**src/rtl/rxa_pkg.sv**
```systemverilog
package rxa_pkg;
  typedef enum logic [1:0] {
    ST_IDLE = 2'd0,
    ST_DATA = 2'd1,
    ST_WAIT = 2'd2,
    ST_HALT = 2'd3
  } rxa_state_e;
endpackage

```
**src/rtl/rxa_unstuff.sv**
```systemverilog
module rxa_unstuff #(
  parameter int RUN_LEN     = 6,
  parameter int STUFF_LIMIT = 8
) (
  input  logic clk_i,
  input  logic rst_ni,
  input  logic clr_i,
  input  logic stb_i,
  input  logic bit_i,
  output logic data_stb_o,
  output logic err_o,
  output logic skip_o
);
  localparam int OW = $clog2(RUN_LEN + 1);
  localparam int SW = $clog2(STUFF_LIMIT);

  logic [OW-1:0] ones_q;
  logic [SW-1:0] stuff_q;
  logic          at_run;
  logic          stuff;

  assign at_run     = (ones_q == OW'(RUN_LEN));
  assign data_stb_o = stb_i & ~at_run;
  assign stuff      = stb_i & at_run & ~bit_i;
  assign err_o      = stb_i & at_run & bit_i;
  assign skip_o     = stuff & (stuff_q == SW'(STUFF_LIMIT - 1));

  always_ff @(posedge clk_i or negedge rst_ni) begin
    if (!rst_ni) begin
      ones_q  <= '0;
      stuff_q <= '0;
    end else if (clr_i) begin
      ones_q  <= '0;
      stuff_q <= '0;
    end else begin
      if (data_stb_o) ones_q <= bit_i ? ones_q + 1'b1 : '0;
      else if (stuff) ones_q <= '0;
      if (stuff) stuff_q <= skip_o ? '0 : stuff_q + 1'b1;
    end
  end


  ones_bound_chk: assert property (@(posedge clk_i) disable iff (!rst_ni)
    ones_q <= OW'(RUN_LEN));


  run_restart_chk: assert property (@(posedge clk_i) disable iff (!rst_ni)
    (!clr_i && stb_i && !bit_i) |=> (ones_q == '0));
endmodule

```
**src/rtl/rxa_shift.sv**
```systemverilog
module rxa_shift #(
  parameter int DATA_W = 8
) (
  input  logic              clk_i,
  input  logic              rst_ni,
  input  logic              clr_i,
  input  logic              stb_i,
  input  logic              bit_i,
  output logic [DATA_W-1:0] data_o,
  output logic              done_o
);
  localparam int PW = $clog2(DATA_W);

  logic [PW-1:0]     pos_q;
  logic [DATA_W-1:0] sh_q;

  assign done_o = stb_i & (pos_q == PW'(DATA_W - 1));

  always_ff @(posedge clk_i or negedge rst_ni) begin
    if (!rst_ni) begin
      pos_q  <= '0;
      sh_q   <= '0;
      data_o <= '0;
    end else if (clr_i) begin
      pos_q <= '0;
      sh_q  <= '0;
    end else if (stb_i) begin
      sh_q[pos_q] <= bit_i;
      pos_q       <= done_o ? '0 : pos_q + 1'b1;
      if (done_o) data_o <= {bit_i, sh_q[DATA_W-2:0]};
    end
  end


  msb_last_chk: assert property (@(posedge clk_i) disable iff (!rst_ni)
    (done_o && !clr_i) |=> (data_o[DATA_W-1] == $past(bit_i)));
endmodule

```
**src/rtl/rxa_ctrl.sv**
```systemverilog
module rxa_ctrl
  import rxa_pkg::*;
#(
  parameter int BYTE_CLKS = 40
) (
  input  logic clk_i,
  input  logic rst_ni,
  input  logic active_i,
  input  logic done_i,
  input  logic skip_i,
  input  logic err_i,
  output logic valid_o,
  output logic error_o,
  output logic halt_o
);
  localparam int WW = $clog2(BYTE_CLKS);

  rxa_state_e    state_q, state_d;
  logic          rdy_q, rdy_d;
  logic          skip_q, skip_d;
  logic [WW-1:0] wait_q, wait_d;
  logic          err_q;

  always_comb begin
    state_d = state_q;
    rdy_d   = rdy_q;
    skip_d  = skip_q;
    wait_d  = wait_q;
    unique case (state_q)
      ST_IDLE: begin
        if (skip_q) begin
          state_d = ST_WAIT;
          skip_d  = 1'b0;
          wait_d  = WW'(BYTE_CLKS - 1);
        end else if (rdy_q) begin
          state_d = ST_DATA;
          rdy_d   = 1'b0;
        end
      end
      ST_DATA: state_d = ST_IDLE;
      ST_WAIT: begin
        if (wait_q == '0) state_d = ST_IDLE;
        else              wait_d  = wait_q - 1'b1;
      end
      default: ;
    endcase
    if (done_i) rdy_d  = 1'b1;
    if (skip_i) skip_d = 1'b1;
    if (err_i) begin
      state_d = ST_HALT;
      rdy_d   = 1'b0;
      skip_d  = 1'b0;
    end
  end

  always_ff @(posedge clk_i or negedge rst_ni) begin
    if (!rst_ni) begin
      state_q <= ST_IDLE;
      rdy_q   <= 1'b0;
      skip_q  <= 1'b0;
      wait_q  <= '0;
      err_q   <= 1'b0;
    end else if (!active_i) begin
      state_q <= ST_IDLE;
      rdy_q   <= 1'b0;
      skip_q  <= 1'b0;
      wait_q  <= '0;
      err_q   <= 1'b0;
    end else begin
      state_q <= state_d;
      rdy_q   <= rdy_d;
      skip_q  <= skip_d;
      wait_q  <= wait_d;
      err_q   <= err_i;
    end
  end

  assign valid_o = (state_q == ST_DATA);
  assign error_o = err_q;
  assign halt_o  = (state_q == ST_HALT);


  valid_pulse_chk: assert property (@(posedge clk_i) disable iff (!rst_ni)
    valid_o |=> !valid_o);


  err_pulse_chk: assert property (@(posedge clk_i) disable iff (!rst_ni)
    error_o |=> !error_o);


  wait_quiet_chk: assert property (@(posedge clk_i) disable iff (!rst_ni)
    (state_q == ST_WAIT) |=> !valid_o);


  inactive_quiet_chk: assert property (@(posedge clk_i) disable iff (!rst_ni)
    !active_i |=> (!valid_o && !error_o));
endmodule

```
**src/rtl/rx_byte_asm.sv**
```systemverilog
module rx_byte_asm #(
  parameter int DATA_W      = 8,
  parameter int RUN_LEN     = 6,
  parameter int STUFF_LIMIT = 8,
  parameter int BYTE_CLKS   = 40
) (
  input  logic              clk_i,
  input  logic              rst_ni,
  input  logic              pkt_active_i,
  input  logic              rx_bit_i,
  input  logic              bit_stb_i,
  output logic [DATA_W-1:0] rx_data_o,
  output logic              rx_valid_o,
  output logic              rx_error_o
);
  logic halt, stb_q, clr;
  logic data_stb, err, skip, done;

  assign clr   = ~pkt_active_i;
  assign stb_q = bit_stb_i & pkt_active_i & ~halt;

  rxa_unstuff #(.RUN_LEN(RUN_LEN), .STUFF_LIMIT(STUFF_LIMIT)) u_unstuff (
    .clk_i, .rst_ni, .clr_i(clr), .stb_i(stb_q), .bit_i(rx_bit_i),
    .data_stb_o(data_stb), .err_o(err), .skip_o(skip)
  );

  rxa_shift #(.DATA_W(DATA_W)) u_shift (
    .clk_i, .rst_ni, .clr_i(clr), .stb_i(data_stb), .bit_i(rx_bit_i),
    .data_o(rx_data_o), .done_o(done)
  );

  rxa_ctrl #(.BYTE_CLKS(BYTE_CLKS)) u_ctrl (
    .clk_i, .rst_ni, .active_i(pkt_active_i), .done_i(done), .skip_i(skip),
    .err_i(err), .valid_o(rx_valid_o), .error_o(rx_error_o), .halt_o(halt)
  );


  halt_silent_chk: assert property (@(posedge clk_i) disable iff (!rst_ni)
    (halt && pkt_active_i) |=> !rx_valid_o);
endmodule

```
**config.mk**
```make
export PLATFORM = sky130hd
export DESIGN_NAME = rx_byte_asm
export DESIGN_NICKNAME = d
export VERILOG_FILES = /design/src/rtl/rxa_pkg.sv /design/src/rtl/rxa_unstuff.sv /design/src/rtl/rxa_shift.sv /design/src/rtl/rxa_ctrl.sv /design/src/rtl/rx_byte_asm.sv
export SDC_FILE = /design/constraint.sdc
export NUM_CORES = 1
export LEC_CHECK = 0
export BUFFER_PORTS_ARGS = -buffer_cell sky130_fd_sc_hd__buf_2
export CAP_MARGIN = 0
export CORE_MARGIN = 2
export CORE_UTILIZATION = 59
export DETAILED_ROUTE_END_ITERATION = 8
export GPL_ROUTABILITY_DRIVEN = 0
export MAX_ROUTING_LAYER = met4
export PLACE_DENSITY = 0.88
export SLEW_MARGIN = 20
export SYNTH_ARGS = -nofsm -noshare
export SYNTH_HDL_FRONTEND = slang
export SYNTH_SLANG_ARGS = --single-unit
```
**constraint.sdc**
```tcl
create_clock -name clk_i -period 1.85 [get_ports clk_i]
set_input_delay 0.185 -clock clk_i [delete_from_list [all_inputs] [get_ports clk_i]]
set_output_delay 0.185 -clock clk_i [all_outputs]
set_load 0.02 [all_outputs]
```
**Word level (Yosys, flattened, before mapping)**

Cells that the tools add are included.

- Flip-flop bits (word level): 36
- Input bits: 5
- Output and inout port bits: 10
- Logic and storage cells: 87

- Add/sub/neg operators: 4
- Order comparisons: 2
- Equality and inequality tests: 18
- Muxes and demuxes: 35
- Bitwise gates (word level): 11
- Reductions and logical operators: 7

Operators with widths:

| kind | number |
|---|---|
| two-way mux 3 bit | 10 |
| two-way mux 6 bit | 3 |
| two-way mux 8 bit | 2 |
| case mux 6 bit (2 select lines) | 1 |
| two-way mux 1 bit | 11 |
| two-way mux 2 bit | 5 |
| adder 3 x 1 -> 3 bit, second input constant | 3 |
| == test 3 bit, second input constant | 3 |
| AND reduction 3 bit | 3 |
| bitwise AND 1 bit | 8 |
| bitwise mux 8 bit | 1 |
| != test 4 x 1 -> 1 bit, second input constant | 2 |
| logical NOT 6 bit | 1 |
| != test 3 x 1 -> 1 bit, second input constant | 2 |
| case mux 2 bit (3 select lines) | 1 |
| subtractor 6 x 1 -> 6 bit, second input constant | 1 |
| != test 5 x 1 -> 1 bit, second input constant | 1 |
| != test 5 x 2 -> 1 bit, second input constant | 1 |
| == test 2 bit, second input constant | 2 |
| < comparator 3 x 4 -> 1 bit, second input constant | 1 |
| != test 2 x 1 -> 1 bit, second input constant | 2 |
| != test 4 x 2 -> 1 bit, second input constant | 1 |
| != test 4 x 3 -> 1 bit, second input constant | 1 |
| demux 1 bit (select 3 bit) | 1 |
| other kinds (8) | 10 |

**Longest topological paths before layout**

- Word-level depth: 9
- Depth in mapped cells: 7
- Depth with buffers taken out: 6

**Hierarchy**

A second synthesis with hierarchy kept.

- Cell total of the unflattened synthesis: 178
- Area total of the unflattened synthesis: 1965.6 µm²

By module, submodules not included:

| module | instances | cells an instance | area an instance (µm²) | seq. area each (µm²) |
|---|---|---|---|---|
| rxa_shift | 1 | 62 | 865.8 | 450.4 |
| rxa_ctrl | 1 | 76 | 704.4 | 275.3 |
| rxa_unstuff | 1 | 38 | 382.9 | 150.1 |
| rx_byte_asm | 1 | 2 | 12.5 | 0.0 |

**Least setup slack after synthesis**

OpenSTA, ideal clock, no wires.

- Path kind: flip-flop to flip-flop
- Start: register u_ctrl.wait_q[0]
- End: register u_ctrl.state_q[0]
- Setup time: 0.064 ns
- Arrival time: 1.608 ns
- Required time: 1.786 ns
- Path slack: 0.177 ns
- Stages on the path, launching flop included: 7
- Buffers on the path: 0
- Period minus slack after synthesis: 1.673 ns
- Path through: dfrtp_1 inv_1 ha_1 nand2b_4 or4_4 a2111oi_4 a211o_1

- Longest elaborated chain between the ends: 3

Ends and longest elaborated chain:

| item | line | source |
|---|---|---|
| start, declared | rxa_ctrl.sv:21 | `logic [WW-1:0] wait_q, wait_d;` |
| start signal, assigned | rxa_ctrl.sv:73 | `wait_q <= wait_d;` |
| logical NOT 6 bit | rxa_ctrl.sv:42 | `if (wait_q == '0) state_d = ST_IDLE;` |
| != test 4 x 2 -> 1 bit (no source line) | - |  |
| AND reduction 3 bit (no source line) | - |  |
| end signal, assigned | rxa_ctrl.sv:70 | `state_q <= state_d;` |
| end, declared | rxa_ctrl.sv:18 | `rxa_state_e state_q, state_d;` |

No other way between the ends.
A chain may end at the register's enable or synchronous reset.

**Worst setup path in the final report**

- Start: register u_ctrl.state_q[0]
- End: register u_shift.sh_q[2]

- Longest elaborated chain between the ends: 5

Ends and longest elaborated chain:

| item | line | source |
|---|---|---|
| == test 2 bit | rxa_ctrl.sv:80 | `assign halt_o = (state_q == ST_HALT);` |
| inverter 1 bit | rx_byte_asm.sv:20 | `assign stb_q = bit_stb_i & pkt_active_i & ~halt;` |
| bitwise AND 1 bit | rx_byte_asm.sv:20 |  |
| bitwise AND 1 bit | rxa_unstuff.sv:23 | `assign data_stb_o = stb_i & ~at_run;` |
| != test 2 x 1 -> 1 bit (no source line) | - |  |
| end signal, assigned by index | rxa_shift.sv:28 | `sh_q[pos_q] <= bit_i;` |
| end, declared | rxa_shift.sv:15 | `logic [DATA_W-1:0] sh_q;` |

No other way between the ends.

==> impl_results.md <==
* Full die area at roughly 0.0036 sq mm
* CP Launch Point: u_ctrl.state_q[0]$_DFFE_PN0P_
* Synth Area in Compound Gates at 0.144
* Fraction of layout cells with a size suffix above 1 at 0.270
* Status: finished clean
* Tightest Pin Transition at between 0.7 and 0.8 ns
* Grt ovf at 0
* Power per Cell Area at 735 mW/mm^2
* Initial antenna violation count at 0
* Max incr delay on CP at about 0.46 ns
* Fin area at between 0.002 and 0.0025 sq mm
* Post-DP HPWL at ~2700 microns
* IO Port Bufs at 14
* CP cell instances: ha_1, nand3b_4, nand2b_1, nor4b_1, mux2i_1
* Synth Area in Simple Gates at 0.193
* First-pass GRT wire length at 6350 microns
* Reg clk slew, reported paths at approximately 0.10 ns
* Worst-skew pair later-pin latency at about 0.34 ns
* Root Driver: clkbuf_4
* Area growth from synthesis to layout at 13.3%
* Synth Area in Adders at 0.0741
* Avg Inst Size Synth at 10.5 sq um
* Static leakage at about 1 nW
* Area leader, netlist: dfrtp_1
* Syn_nets at between 150 and 200
* Final setup fails at 0
* Top cells by instance count after synthesis: dfrtp_1, nand2_1, ha_1, o21ai_0
* Proportion of synthesized area in mux cells at 0.0809
* R2R Setup Slk at around 0.074 ns
* R2R cell count at 5
* Starting DRC count in detailed routing at slightly above 70
* Fillcell total at between 200 and 250
* Peak supply drop at between 0.5 and 0.6 mV
* Reg-to-Reg Start: u_ctrl.state_q[0]$_DFFE_PN0P_
* Area of the multi-input gates at roughly 930 sq um
* Diodes inserted at 0
* Crit path to: u_shift.sh_q[2]$_DFFE_PN0P_
* Core Box Area at between 0.003 and 0.004 sq mm
* Post-synth top area share at 0.472
* Capturing point of the worst reg2reg path: u_shift.sh_q[2]$_DFFE_PN0P_
* CP Max Fanout at 6
* GRT Util Overall at 0.245
* Clock Tree Buf Depth at 2
* Largest net degree at the start of global routing at 36
* Wire per inst at 15.2 microns
* TritonCTS sink count at 35
* Post-synth ARST share at 1.00
* Min Hold Slack at ~0.11 ns
* Detailed Routing Iterations Pass 1 at 5
* CTS tree: yes
* RSZ-0062 raised after global routing: true
* YS warnings at 0
* Vias/cell at 5.88
* Post-layout min period at around 1.8 ns
* Drt drc at 0
* Starting Density at 0.613
* Max-cap violation count at 0
* Critical-path top delay cell: dfrtp_2
* ANT nets after route at 0
* DIE WIDTH at 60.1 microns
* Clock Skew at ~0.009 ns
* Main synth FF type: dfrtp_1
* Count leader, synth: dfrtp_1
* Vias in the first global route at 1497
* Fmax at between 500 and 600 MHz
* DR vias at roughly 1400
* CTS buffer count at 5
* Critical Path AT at ~2.0 ns
* Seq. cell area at ~880 sq um
* Synth top area cells: dfrtp_1, ha_1, nand2_1
* FP Rows at 20
* Crit path kind: register to register
* Htree depth at 2
* HP Class: input port to register
* Mapped Area at 0.00186 sq mm
* Final TNS setup at 0 ns
* XOR/XNOR Fraction of Synth Area at 0
* I/O Pins at 15
* Layout Nets at 216
* Final wirelength at 3720 microns
* Netlist cell types at 46
* Post-synthesis cell count at roughly 180
* WP data required at 2.11 ns
* Crit share post-route at 0.960
* Slew Viols, Final at 0
* Die Y at roughly 60 microns
* Largest family of logic cells by synthesized area: simple AND/OR/NAND/NOR gates
* Min setup slack post-route at 0.0739 ns
* Slew margin rel. at 0.485
* Crit. End Element: register
* CP Launch Type: register
* Placed inst area at about 0.002 sq mm
* Fin. Hold Viols at 0
* Synth Register Bits at 35
* Post-layout util at 0.695
* Post-place setup slack at ~0.013 ns
* Post-synth EDFFs at 0
* Sequential area share after synthesis at 0.472
-- flip-flops by register name (all words and copies together), names as in the netlist --
signal             cells
u_shift.data_o         8
u_shift.sh_q           7
u_ctrl.wait_q          6
u_shift.pos_q          3
u_unstuff.ones_q       3
u_unstuff.stuff_q      3
u_ctrl.state_q         2
u_ctrl.error_o         1
u_ctrl.rdy_q           1
u_ctrl.skip_q          1
-- power by group --
part	internal [mW]	switching, mW
sequential	0.796	0.0368
clock	0.176	0.252
combinational	0.125	0.161
total	1.10	0.450
-- worst min-delay path by stage --
stage	to	from	cells past startpoint
after detailed placement	u_ctrl.error_o$_DFF_PN0_	rst_ni	1
after global routing	u_unstuff.ones_q[2]$_DFFE_PN0P_	bit_stb_i	2
after CTS	u_unstuff.ones_q[2]$_DFFE_PN0P_	bit_stb_i	2
after global placement	u_ctrl.wait_q[5]$_DFFE_PN0P_	rst_ni	1
after floorplan	u_ctrl.error_o$_DFF_PN0_	rst_ni	0
final	u_unstuff.ones_q[2]$_DFFE_PN0P_	bit_stb_i	2
-- through the flow --
step / power [mW] / std cells
6_report: 1.55 / 244
5_1_grt: 1.61 / 244
4_1_cts: 1.53 / 242
3_5_place_dp: 1.11 / 234
3_3_place_gp: 1.08 / 234
2_1_floorplan: 1.03 / 176
-- critical path: cells and delay by family (launching register included) --
kind,cells,cell delay (ns)
and+or+nand+nor,3,0.74
DFF,1,0.46
adders and majority gates,1,0.25
muxes,1,0.24
-- cell usage in the layout, fill, tap and decap left out, types with 3 or more instances in the layout --
cell      Yosys  final
nor3_1        3      3
mux2_2        8      8
nor4_1        3      3
nor2_1        8      8
o31ai_1       3      3
a21oi_1       5      5
buf_2         1     14
ha_1         11      9
nand3_1       6      6
buf_4         0      9
clkbuf_4      0      5
nand2_1      25     25
nand3b_1      5      5
inv_1         8      7
mux2i_1       6      6
o21ai_0       9      9
dfrtp_1      35     34
-- metal layers --
metal,vias to the layer above,global-route usage,part of all wire
li1,684,-,-
met1,688,0.283,0.42
met2,50,0.402,0.51
met3,12,0.0606,0.042
met4,0,0.108,0.024
met5,-,-,0
-- timing repair --
item,CTS,global route
setup endpoints to repair,0,10
endpoints found under the hold margin,35,0
gates resized for setup,0,7
hold buffers,1,0
buffers inserted,0,2
-- kinds of logic after synthesis --
logic type	after synthesis
AO/OA/AOI/OAI	35
adder cells (fa/ha/maj)	11
buffers and inverters	16
flip-flops	35
multiplexers	14
AND/OR/NAND/NOR	65
-- cell type report --
class / instances / share of cell area
clock inverters: 1 / 0.00238
well taps: 44 / 0.0262
repair buffers: 24 / 0.0702
multi-input cells: 125 / 0.444
clock buffers: 6 / 0.0244
inverters: 9 / 0.0161
flip-flops and latches: 35 / 0.417
Note: power is estimated with default switching activity, not from simulation.
